**config.mk**
```make
export PLATFORM = sky130hd
export DESIGN_NAME = nvmCtrlReg
export DESIGN_NICKNAME = d
export VERILOG_FILES = /design/src/rtl/nvmCtrlPkg.sv /design/src/rtl/nvmArrayModel.sv /design/src/rtl/nvmCtrlSeq.sv /design/src/rtl/nvmCtrlRegfile.sv /design/src/rtl/nvmCtrlReg.sv
export SDC_FILE = /design/constraint.sdc
export NUM_CORES = 1
export LEC_CHECK = 0
export ABC_CLOCK_PERIOD_IN_PS = 1400
export BUFFER_PORTS_ARGS = -buffer_cell sky130_fd_sc_hd__buf_2
export CAP_MARGIN = 30
export CORE_ASPECT_RATIO = 0.9
export CORE_UTILIZATION = 25
export DETAILED_ROUTE_END_ITERATION = 6
export HOLD_SLACK_MARGIN = 0.02
export SETUP_SLACK_MARGIN = 0.2
export SLEW_MARGIN = 5
export SYNTH_ARGS = -nofsm -noshare
export SYNTH_HDL_FRONTEND = slang
export SYNTH_SLANG_ARGS = --single-unit
```
**constraint.sdc**
```tcl
create_clock -name clk -period 1.4 [get_ports clk]
set_input_delay 0.14 -clock clk [delete_from_list [all_inputs] [get_ports clk]]
set_output_delay 0.14 -clock clk [all_outputs]
set_load 0.02 [all_outputs]
```
**src/rtl/nvmCtrlPkg.sv**
```systemverilog
package nvmCtrlPkg;

  localparam int BIT_FLASH = 7;
  localparam int BIT_CFG   = 6;
  localparam int BIT_ZERO  = 5;
  localparam int BIT_ERASE = 4;
  localparam int BIT_ERR   = 3;
  localparam int BIT_WREN  = 2;
  localparam int BIT_WR    = 1;
  localparam int BIT_RD    = 0;

  typedef enum logic {
    SEQ_IDLE = 1'b0,
    SEQ_BUSY = 1'b1
  } seqState_e;

  typedef struct packed {
    logic setWr;
    logic setRd;
    logic clrRd;
    logic finish;
    logic lockSpace;
  } nvmStrobe_t;

endpackage

```
**src/rtl/nvmArrayModel.sv**
```systemverilog
module nvmArrayModel #(
  parameter int BUSY_CYCLES = 16
) (
  input  logic clk,
  input  logic porN,
  input  logic warmRstN,
  input  logic memReq,
  output logic memDone
);

  localparam int CNT_W = $clog2(BUSY_CYCLES + 1);
  localparam logic [CNT_W-1:0] LAST = CNT_W'(BUSY_CYCLES - 1);

  logic [CNT_W-1:0] busyCnt;

  always_ff @(posedge clk or negedge porN) begin
    if (!porN) begin
      busyCnt <= '0;
    end else if (!warmRstN || !memReq) begin
      busyCnt <= '0;
    end else if (busyCnt != LAST + 1'b1) begin
      busyCnt <= busyCnt + 1'b1;
    end
  end

  assign memDone = memReq && (busyCnt == LAST);


  req_held_chk: assert property (@(posedge clk) disable iff (!porN)
    (warmRstN && memReq && !memDone) |=> memReq);

endmodule

```
**src/rtl/nvmCtrlSeq.sv**
```systemverilog
module nvmCtrlSeq
  import nvmCtrlPkg::*;
(
  input  logic       clk,
  input  logic       porN,
  input  logic       warmRstN,
  input  logic       regWrEn,
  input  logic       wrStartReq,
  input  logic       rdStartReq,
  input  logic       spaceFlashQ,
  input  logic       wrEnableQ,
  input  logic       wrStartQ,
  input  logic       rdStartQ,
  input  logic       memDone,
  output nvmStrobe_t strobe,
  output logic       memReq,
  output logic       cycleDone
);

  seqState_e state;
  logic      launchOk;
  logic      doneQ;

  always_comb begin
    launchOk = regWrEn && wrStartReq && wrEnableQ && !wrStartQ && (state == SEQ_IDLE);
    strobe           = '0;
    strobe.lockSpace = wrStartQ;
    strobe.setWr     = launchOk;
    strobe.setRd     = regWrEn && rdStartReq && !spaceFlashQ && !rdStartQ
                       && !wrStartQ && !launchOk;
    strobe.clrRd     = rdStartQ;
    strobe.finish    = (state == SEQ_BUSY) && memDone;
  end

  always_ff @(posedge clk or negedge porN) begin
    if (!porN) begin
      state <= SEQ_IDLE;
      doneQ <= 1'b0;
    end else if (!warmRstN) begin
      state <= SEQ_IDLE;
      doneQ <= 1'b0;
    end else begin
      doneQ <= strobe.finish;
      case (state)
        SEQ_IDLE: if (launchOk) state <= SEQ_BUSY;
        SEQ_BUSY: if (memDone)  state <= SEQ_IDLE;
        default:                state <= SEQ_IDLE;
      endcase
    end
  end

  assign memReq    = (state == SEQ_BUSY);
  assign cycleDone = doneQ;


  done_single_chk: assert property (@(posedge clk) disable iff (!porN)
    cycleDone |=> !cycleDone);


  busy_visible_chk: assert property (@(posedge clk) disable iff (!porN)
    (state == SEQ_BUSY) |-> wrStartQ);

endmodule

```
**src/rtl/nvmCtrlRegfile.sv**
```systemverilog
module nvmCtrlRegfile
  import nvmCtrlPkg::*;
(
  input  logic       clk,
  input  logic       porN,
  input  logic       warmRstN,
  input  logic       regWrEn,
  input  logic [7:0] regWrData,
  input  nvmStrobe_t strobe,
  output logic [7:0] regRdData,
  output logic       spaceFlashQ,
  output logic       wrEnableQ,
  output logic       wrStartQ,
  output logic       rdStartQ,
  output logic       memErase,
  output logic [1:0] memSpace
);

  logic       spaceCfgQ;
  logic       rowEraseQ;
  logic       errFlagQ;
  logic       wipQ;
  logic       opEraseQ;
  logic [1:0] opSpaceQ;
  logic       unusedWrBits;

  assign unusedWrBits = ^{regWrData[BIT_ZERO], regWrData[BIT_ERR],
                          regWrData[BIT_WR], regWrData[BIT_RD]};

  always_ff @(posedge clk or negedge porN) begin
    if (!porN) begin
      spaceFlashQ <= 1'b0;
      spaceCfgQ   <= 1'b0;
      rowEraseQ   <= 1'b0;
      errFlagQ    <= 1'b0;
      wrEnableQ   <= 1'b0;
      wrStartQ    <= 1'b0;
      rdStartQ    <= 1'b0;
      wipQ        <= 1'b0;
      opEraseQ    <= 1'b0;
      opSpaceQ    <= 2'b00;
    end else if (!warmRstN) begin
      if (wipQ) errFlagQ <= 1'b1;
      wipQ      <= 1'b0;
      rowEraseQ <= 1'b0;
      wrEnableQ <= 1'b0;
      wrStartQ  <= 1'b0;
      rdStartQ  <= 1'b0;
    end else begin
      if (regWrEn) begin
        wrEnableQ <= regWrData[BIT_WREN];
        if (!strobe.lockSpace) begin
          spaceFlashQ <= regWrData[BIT_FLASH];
          spaceCfgQ   <= regWrData[BIT_CFG];
          rowEraseQ   <= regWrData[BIT_ERASE];
        end
      end
      if (strobe.setWr) begin
        wrStartQ <= 1'b1;
        wipQ     <= 1'b1;
        opEraseQ <= regWrData[BIT_ERASE];
        opSpaceQ <= regWrData[BIT_FLASH:BIT_CFG];
      end
      if (strobe.setRd) begin
        rdStartQ <= 1'b1;
      end else if (strobe.clrRd) begin
        rdStartQ <= 1'b0;
      end
      if (strobe.finish) begin
        wrStartQ <= 1'b0;
        wipQ     <= 1'b0;
        errFlagQ <= 1'b0;
        if (opEraseQ) rowEraseQ <= 1'b0;
      end
    end
  end

  assign regRdData = {spaceFlashQ, spaceCfgQ, 1'b0, rowEraseQ,
                      errFlagQ, wrEnableQ, wrStartQ, rdStartQ};
  assign memErase  = opEraseQ;
  assign memSpace  = opSpaceQ;


  wr_needs_enable_chk: assert property (@(posedge clk) disable iff (!porN)
    $rose(wrStartQ) |-> $past(wrEnableQ));


  rd_not_flash_chk: assert property (@(posedge clk) disable iff (!porN)
    $rose(rdStartQ) |-> !$past(spaceFlashQ));


  rd_one_cycle_chk: assert property (@(posedge clk) disable iff (!porN)
    rdStartQ |=> !rdStartQ);


  space_locked_chk: assert property (@(posedge clk) disable iff (!porN)
    wrStartQ |=> ($stable(spaceFlashQ) && $stable(spaceCfgQ)));


  abort_flag_chk: assert property (@(posedge clk) disable iff (!porN)
    (!warmRstN && wipQ) |=> errFlagQ);

endmodule

```
**src/rtl/nvmCtrlReg.sv**
```systemverilog
module nvmCtrlReg
  import nvmCtrlPkg::*;
#(
  parameter int BUSY_CYCLES = 16
) (
  input  logic       clk,
  input  logic       porN,
  input  logic       warmRstN,
  input  logic       regWrEn,
  input  logic [7:0] regWrData,
  output logic [7:0] regRdData,
  output logic       readStrobe,
  output logic       memReq,
  output logic       memErase,
  output logic [1:0] memSpace,
  output logic       cycleDone
);

  nvmStrobe_t strobe;
  logic       spaceFlashQ;
  logic       wrEnableQ;
  logic       wrStartQ;
  logic       rdStartQ;
  logic       memDone;

  nvmCtrlRegfile regfile_i (
    .clk         (clk),
    .porN        (porN),
    .warmRstN    (warmRstN),
    .regWrEn     (regWrEn),
    .regWrData   (regWrData),
    .strobe      (strobe),
    .regRdData   (regRdData),
    .spaceFlashQ (spaceFlashQ),
    .wrEnableQ   (wrEnableQ),
    .wrStartQ    (wrStartQ),
    .rdStartQ    (rdStartQ),
    .memErase    (memErase),
    .memSpace    (memSpace)
  );

  nvmCtrlSeq seq_i (
    .clk         (clk),
    .porN        (porN),
    .warmRstN    (warmRstN),
    .regWrEn     (regWrEn),
    .wrStartReq  (regWrData[BIT_WR]),
    .rdStartReq  (regWrData[BIT_RD]),
    .spaceFlashQ (spaceFlashQ),
    .wrEnableQ   (wrEnableQ),
    .wrStartQ    (wrStartQ),
    .rdStartQ    (rdStartQ),
    .memDone     (memDone),
    .strobe      (strobe),
    .memReq      (memReq),
    .cycleDone   (cycleDone)
  );

  nvmArrayModel #(
    .BUSY_CYCLES (BUSY_CYCLES)
  ) array_i (
    .clk      (clk),
    .porN     (porN),
    .warmRstN (warmRstN),
    .memReq   (memReq),
    .memDone  (memDone)
  );

  assign readStrobe = rdStartQ;

endmodule

```
; ---- Word-level counts from Yosys, hierarchy flattened
; Cells that the tools add are included.
[word_totals]
regBits = 17
wordCells = 65
[classes]
mux = 22
eq_ne = 5
reduce_logical = 23
n_addsub = 1
bitwise = 2
[op_table]
columns = op, n
row1 = $mux 1, 19
row2 = $logic_and 1x1->1, 11
row3 = $mux 5, 2
row4 = $logic_not 1->1, 6
row5 = $add 5x1->5 const B, 1
row6 = $eq 5x4->1 const B, 1
row7 = $ne 5x5->1 const B, 1
row8 = $ne 2x1->1 const B, 2
row9 = $reduce_and 2->1, 2
row10 = $reduce_bool 2->1, 2
row11 = $ne 3x1->1 const B, 1
row12 = $reduce_and 3->1, 1
row13 = $not 1->1, 2
row14 = $pmux 1 s2, 1
row15 = $logic_or 1x1->1, 1

; ---- Depth between registers and ports, before layout
; Gate-level depths: netlist of run 1.
[logic_depth]
depth_word = 8
mapped_depth = 6
ltp_nobuf = 6

; ---- Modules after synthesis
; Synthesis of run 1 repeated with hierarchy kept, for this count alone.
[unflattened]
cells_unflattened = 85
area_unflattened_um2 = 934.6
[modules_own_cells]
columns = module, cells_per_inst, instances, area_each_um2
row1 = nvmCtrlRegfile, 39, 1, 466.7
row2 = nvmArrayModel, 30, 1, 310.3
row3 = nvmCtrlSeq, 16, 1, 157.7

; ---- Least setup slack after synthesis of run 1
; No wires, ideal clock.
[synth_timing]
path_type = register to register
from = register seq_i.state (netlist: seq_i.memReq)
to = register regfile_i.opEraseQ (netlist: regfile_i.memErase)
period_less_slack_ns = 1.329
setup_time_ns = 0.125
setup_slack_ns = 0.071
arrival_time_ns = 1.204
path_stages_with_launch = 4
n_path_buf = 1
path_cell_list = dfrtp_1 buf_2 nor3_4 mux2_2
[synth_via]
elab_chain_cells = 3
[synth_lines]
columns = element, line
row1 = from (decl), nvmCtrlSeq.sv:20  ; seqState_e state;
row2 = from (signal assigned), nvmCtrlSeq.sv:37  ; state <= SEQ_IDLE;
row3 = from (signal assigned), nvmCtrlSeq.sv:40  ; state <= SEQ_IDLE;
row4 = from (signal assigned), nvmCtrlSeq.sv:45  ; SEQ_IDLE: if (launchOk) state <= SEQ_BUSY;
row5 = $not 1->1, nvmCtrlSeq.sv:25  ; launchOk = regWrEn && wrStartReq && wrEnableQ && !wrStartQ && (state == SEQ_IDLE);
row6 = $logic_and 1x1->1, nvmCtrlSeq.sv:25
row7 = $reduce_and 2->1 (no line), -
row8 = to (signal assigned), nvmCtrlRegfile.sv:61  ; opEraseQ <= regWrData[BIT_ERASE];
row9 = to (decl), nvmCtrlRegfile.sv:23  ; logic opEraseQ;
; No other way between the ends.
; A chain may end at the register's enable or synchronous reset.

; ---- Worst setup path after layout of run 1
[layout_timing]
from = register array_i.busyCnt[0]
to = register regfile_i.wrStartQ
[layout_via]
elab_chain_cells = 5
[layout_lines]
columns = element, line
row1 = from (decl), nvmArrayModel.sv:14  ; logic [CNT_W-1:0] busyCnt;
row2 = from (signal assigned), nvmArrayModel.sv:22  ; busyCnt <= busyCnt + 1'b1;
row3 = $eq 5x4->1 *, nvmArrayModel.sv:26  ; assign memDone = memReq && (busyCnt == LAST);
row4 = $logic_and 1x1->1 *, nvmArrayModel.sv:26
row5 = $logic_and 1x1->1 *, nvmCtrlSeq.sv:32  ; strobe.finish = (state == SEQ_BUSY) && memDone;
row6 = $mux 1, nvmCtrlRegfile.sv:69  ; if (strobe.finish) begin
row7 = $mux 1, nvmCtrlRegfile.sv:42  ; end else if (!warmRstN) begin
row8 = to (signal assigned), nvmCtrlRegfile.sv:37  ; wrStartQ <= 1'b0;
row9 = to (signal assigned), nvmCtrlRegfile.sv:47  ; wrStartQ <= 1'b0;
row10 = to (signal assigned), nvmCtrlRegfile.sv:70  ; wrStartQ <= 1'b0;
row11 = to (decl), nvmCtrlRegfile.sv:13  ; output logic wrStartQ,
; Mark *: on every way between the ends. The rest lies on a longest branch, timed or not.

==> results.toml, run 1 <==
[timing]
fin_tns_setup_ps = 0
clock_skew_ps = 2.20
rsz0062_at_grt = "true"
hold_violations = 0
hold-worst-slack_ps = 110
finalCritPeriodShare = 0.924
setup_viol = 0
slew_violations = 0
period_needed_ps = 1290
max_freq_ghz = 0.773

[final_layout]
syn_to_final_growth_pct = 32.8
final_common_cell = "buf_2"
instances_no_fill = 147
layout-drive-gt1-share = 0.524
layout_common_cells = "buf_2, dfrtp_1, buf_4, nor2_1, nand2_1"
n_antenna_cell = 0
final_cell_area_um2 = 1150
fill_cells = 318
final_nets = 121

[placed_design]
place_inst = 136
port_buffers = 22
dpl_cell_area_um2 = 996
dp_hpwl_um = 1120
finalWeightedCongestion = 0.803

[logic_synthesis]
yosysUniqueCellTypes = 25
synthArstFlopShare = 1.00
postSynthCellCount = 79
yosysSeqAreaShare = 0.493
ys_ff_latch = 17
syn-cell-area_um2 = 863
synth.avg_cell_area_um2 = 10.9
synth_edf_count = 0
syn-num-nets = 94
synth_top_area_share = 0.493
ys.flop_type = "dfrtp_1"
yosysWarnings = 0
post-synth-top-area-cell = "dfrtp_1"
synth_area_leaders = "dfrtp_1, buf_4, mux2_2, ha_1, nand2_1"

[clocking]
cts-root-buf = "clkbuf_8"
clock_path_buffers = 2
cts_made_buffers = 3
clk_pin_slew_ps = 60
clock-sinks = 17
clk_latency_ps = 240
ctsHtreeMaxLevel = 1
cts_tree = "done"

[routing]
drtIter0Drc = 18
vias = 634
via_per_inst = 4.31
dr.pass1.iters = 2
drt_wl_total_um = 1570
ant_nets = 0
wire_per_inst_um = 10.7
drc = 0

[floorplanning]
die-width_um = 63.9
start_util = 0.273
row_count = 19
die-area_um2 = 3690
die_h_um = 57.8
pin_count = 26
core_um2 = 3160

[worst_setup_path]
path_class = "reg2reg"
cp_top_family = "flip-flops"
cp_max_fo = 4
worst-path-buf-inv = 0
start_kind = "flop"
end_kind = "flop"
arrival_ps = 1430
cp_cell_sequence = "ha_2 -> and3_4 -> ha_4 -> nand2_2 -> a31o_2"
required_ps = 1540
cpPeakStageDelay_ps = 410
crit_slowest_cell = "dfrtp_1"

[power_and_ir_drop]
power.leakage_nw = 0.549
max-vdd-ir-drop_uv = 378
power_mw = 1.11
power_density_nw_per_um2 = 970

[status]
outcome = "finished clean"

[global_route]
grt-ovfl-total = 0
grt_antenna_before_repair = 0
grt_pass1_wl_um = 2350
first_global_vias = 530
grt_max_degree = 18
grt_use_total = 0.0836

[run]
maxCapViolCount = 0

[worst_hold_path]
hold_path_class = "in2reg"
## per-layer routing
metal	routed length, µm	vias up	track usage	part of all wire
li1	-	308	-	-
met1	701	306	0.104	0.45
met2	768	16	0.135	0.49
met3	65	4	0.0177	0.041
met4	31	0	0.0487	0.020
met5	0	-	0	0
## what timing repair did
| action | in CTS | in global routing |
|---|---|---|
| setup endpoints to repair | 12 | 13 |
| endpoints found under the hold margin | 17 | 0 |
| resized for setup | 1 | 10 |
| hold buffers | 1 | 0 |
| pin swaps | 4 | 3 |
| setup buffers | 1 | 5 |
## synth_stat cells (all sizes together), types with 2 or more instances
cell / n
dfrtp: 17
buf: 10
nand2: 8
nor2: 8
mux2: 5
a21oi: 3
ha: 3
inv: 3
nand3: 3
nor2b: 3
nor3: 3
and3: 2
mux2i: 2
## cell families (layout without fill, tap and decap cells)
family | Yosys count | after routing | share of synthesized area
other | 1 | 1 | 0.00434
AND/OR/NAND/NOR | 31 | 31 | 0.213
buffers and inverters | 13 | 39 | 0.101
flip-flops | 17 | 17 | 0.493
AO/OA/AOI/OAI | 5 | 5 | 0.0362
XOR/XNOR | 2 | 2 | 0.0203
multiplexers | 7 | 7 | 0.0884
adder cells (fa/ha/maj) | 3 | 3 | 0.0435
## sequential cells by signal, indices dropped and copies added, names as in the netlist
register and flops:
regfile_i.rowEraseQ 1, regfile_i.wrEnableQ 1, seq_i.cycleDone 1, regfile_i.spaceFlashQ 1, regfile_i.wrStartQ 1, regfile_i.errFlagQ 1, seq_i.memReq 1, regfile_i.memSpace 2
array_i.busyCnt 5, regfile_i.memErase 1, regfile_i.spaceCfgQ 1, regfile_i.rdStartQ 1
## power by group
| part | switching (mW) | internal, mW |
|---|---|---|
| sequential | 0.0226 | 0.529 |
| clock | 0.151 | 0.201 |
| combinational | 0.112 | 0.0966 |
| total | 0.285 | 0.827 |
## worst paths after layout
check,startpoint,endpoint,slack (ps),depth (start not counted)
max in group asynchronous,porN,seq_i.memReq,760,2
max reg2reg,array_i.busyCnt[0],regfile_i.wrStartQ,110,5
min,regWrData[0],regfile_i.rdStartQ,110,3
max,array_i.busyCnt[0],regfile_i.wrStartQ,110,5
min reg2reg,regfile_i.memSpace[0],regfile_i.memSpace[0],510,1
min in group asynchronous,porN,regfile_i.errFlagQ,340,2
## worst register-to-register path: stages, from the launching register on
cell	delay [ps]
dfrtp_1	410
ha_2	200
and3_4	190
ha_4	140
nand2_2	50
a31o_2	190
## stage by stage
step                 util  setup slack, ps
floorplan               -              113
global placement    0.315             77.8
detailed placement  0.315             77.3
CTS                 0.336              102
global route        0.362             50.4
finish              0.362              106
## area by class of cell
class	instances	area, µm²	share of cell area
clock buffer	4	45.0	0.0393
sequential	17	427	0.372
inverter	3	11.3	0.00983
tap	42	52.6	0.0459
timing repair buffer	32	188	0.164
multi-input combinational	49	423	0.369
Power figures use the tool's default switching activity.
==> inputs of run 2 (changes only) <==
--- a/config.mk
+++ b/config.mk
@@ -11,7 +11,7 @@
 export CORE_ASPECT_RATIO = 0.9
 export CORE_UTILIZATION = 25
 export DETAILED_ROUTE_END_ITERATION = 6
-export HOLD_SLACK_MARGIN = 0.02
+export HOLD_SLACK_MARGIN = 0.15
 export SETUP_SLACK_MARGIN = 0.2
 export SLEW_MARGIN = 5
 export SYNTH_ARGS = -nofsm -noshare
==> run 2 against run 1 <==
  * Clock power barely moved
  * Sequential cell count did not move
  * Worst hold slack better by 61 ps
  * Power up 0.80%
  * Critical path depth did not move
  * Setup slack better by 0.68 ps
  * Sequential power about the same
  * First-iteration DRC count rose by 33%
  * Combinational power rose by 4%
  * Fmax is essentially flat
  * Largest cell class unchanged
==> results.toml, run 2 (synthesis results as in run 1) <==
[final_layout]
fin_util = 0.375
final_nets = 125
syn_to_final_growth_pct = 37.4
n_antenna_cell = 0
largest_reg_flops = 5
ff_latch_area_um2 = 427
final_common_cell = "buf_2"
layout_common_cells = "buf_2, dfrtp_1, buf_4, nor2_1, nand2_1"
layout-drive-gt1-share = 0.505
instances_no_fill = 151
regMostFlops = "array_i.busyCnt"
fill_cells = 312
final_cell_area_um2 = 1190
multi_input_area_um2 = 423

[worst_setup_path]
regToRegSetupSlack_ps = 110
required_ps = 1540
end_kind = "flop"
cp_max_fo = 4
arrival_ps = 1430
path_class = "reg2reg"
start_kind = "flop"

[global_route]
grt-ovfl-total = 0
grt_use_total = 0.0874
first_global_vias = 557
grt_antenna_before_repair = 0
grt_max_degree = 18
grt_pass1_wl_um = 2470

[run]
maxCapViolCount = 0

[clocking]
clk_latency_ps = 250
ctsHtreeMaxLevel = 1
clock-sinks = 17
cts_made_buffers = 3
clk_pin_slew_ps = 60
clock_path_buffers = 2
cts-root-buf = "clkbuf_8"
cts_tree = "done"

[timing]
max_freq_ghz = 0.773
rsz0062_at_grt = "true"
fin_tns_setup_ps = 0
setup_viol = 0
hold_violations = 0
hold-worst-slack_ps = 171
finalCritPeriodShare = 0.924
clock_skew_ps = 2.18
slew_violations = 0
period_needed_ps = 1290

[placed_design]
place_inst = 136
dpl_cell_area_um2 = 996
port_buffers = 22
finalWeightedCongestion = 0.803
dp_hpwl_um = 1120

[status]
outcome = "finished clean"

[routing]
vias = 646
drtIter0Drc = 24
drt_wl_total_um = 1610
dr.pass1.iters = 2
drc = 0
wire_per_inst_um = 10.6
via_per_inst = 4.28
ant_nets = 0

[floorplanning]
die-area_um2 = 3690
core_um2 = 3160
pin_count = 26
die_h_um = 57.8
row_count = 19
die-width_um = 63.9
start_util = 0.273

[power_and_ir_drop]
power_density_nw_per_um2 = 945
power.leakage_nw = 0.566
max-vdd-ir-drop_uv = 382

[worst_hold_path]
hold_path_class = "in2reg"
run 2: layer usage:
metal  share of wire  track usage  vias to the layer above  wire length [µm]
met4           0.019       0.0487                        0                31
met2            0.50        0.144                       16               802
li1                -            -                      315                 -
met5               0            0                        -                 0
met1            0.44        0.107                      311               705
met3           0.040       0.0177                        4                65
run 2: power by group:
group | internal (mW) | leakage (nW) | switching (mW)
sequential | 0.529 | 0.220 | 0.0211
combinational | 0.104 | 0.323 | 0.115
clock | 0.201 | 0.0228 | 0.151
total | 0.834 | 0.566 | 0.287
run 2: final timing paths:
| check | start | to | cells past startpoint |
|---|---|---|---|
| max | array_i.busyCnt[0] | regfile_i.wrStartQ | 5 |
| min | regWrData[2] | regfile_i.wrEnableQ | 3 |
| max reg2reg | array_i.busyCnt[0] | regfile_i.wrStartQ | 5 |
| min reg2reg | regfile_i.memSpace[0] | regfile_i.memSpace[0] | 1 |
| max in group asynchronous | porN | seq_i.memReq | 2 |
| min in group asynchronous | porN | regfile_i.errFlagQ | 2 |
run 2: worst max-delay path, stage by stage (launching register included):
cell and delay (ps):
dfrtp_1 410, ha_2 200, and3_4 190, ha_4 140, nand2_2 50, a31o_2 190
run 2: area by class of cell:
class,instances,area share
clock buffers,4,0.0380
well taps,42,0.0443
repair buffers,36,0.192
flip-flops and latches,17,0.360
multi-input cells,49,0.357
inverters,3,0.00949
run 2: repair_timing:
| item | 4_1_cts | 5_1_grt |
|---|---|---|
| buffers inserted | 1 | 5 |
| hold endpoints to repair | 22 | 0 |
| endpoints found under the setup margin | 12 | 13 |
| pin swaps | 4 | 3 |
| cloned | 0 | 0 |
| hold buffers | 5 | 0 |
| resized for setup | 1 | 10 |
run 2: metrics by stage:
step                      setup slack [ps]  total power, mW
after floorplan                        113            0.692
final                                  106             1.12
after global placement                77.8            0.740
after global routing                  50.4             1.18
after detailed placement              77.3            0.744
after CTS                              102             1.11
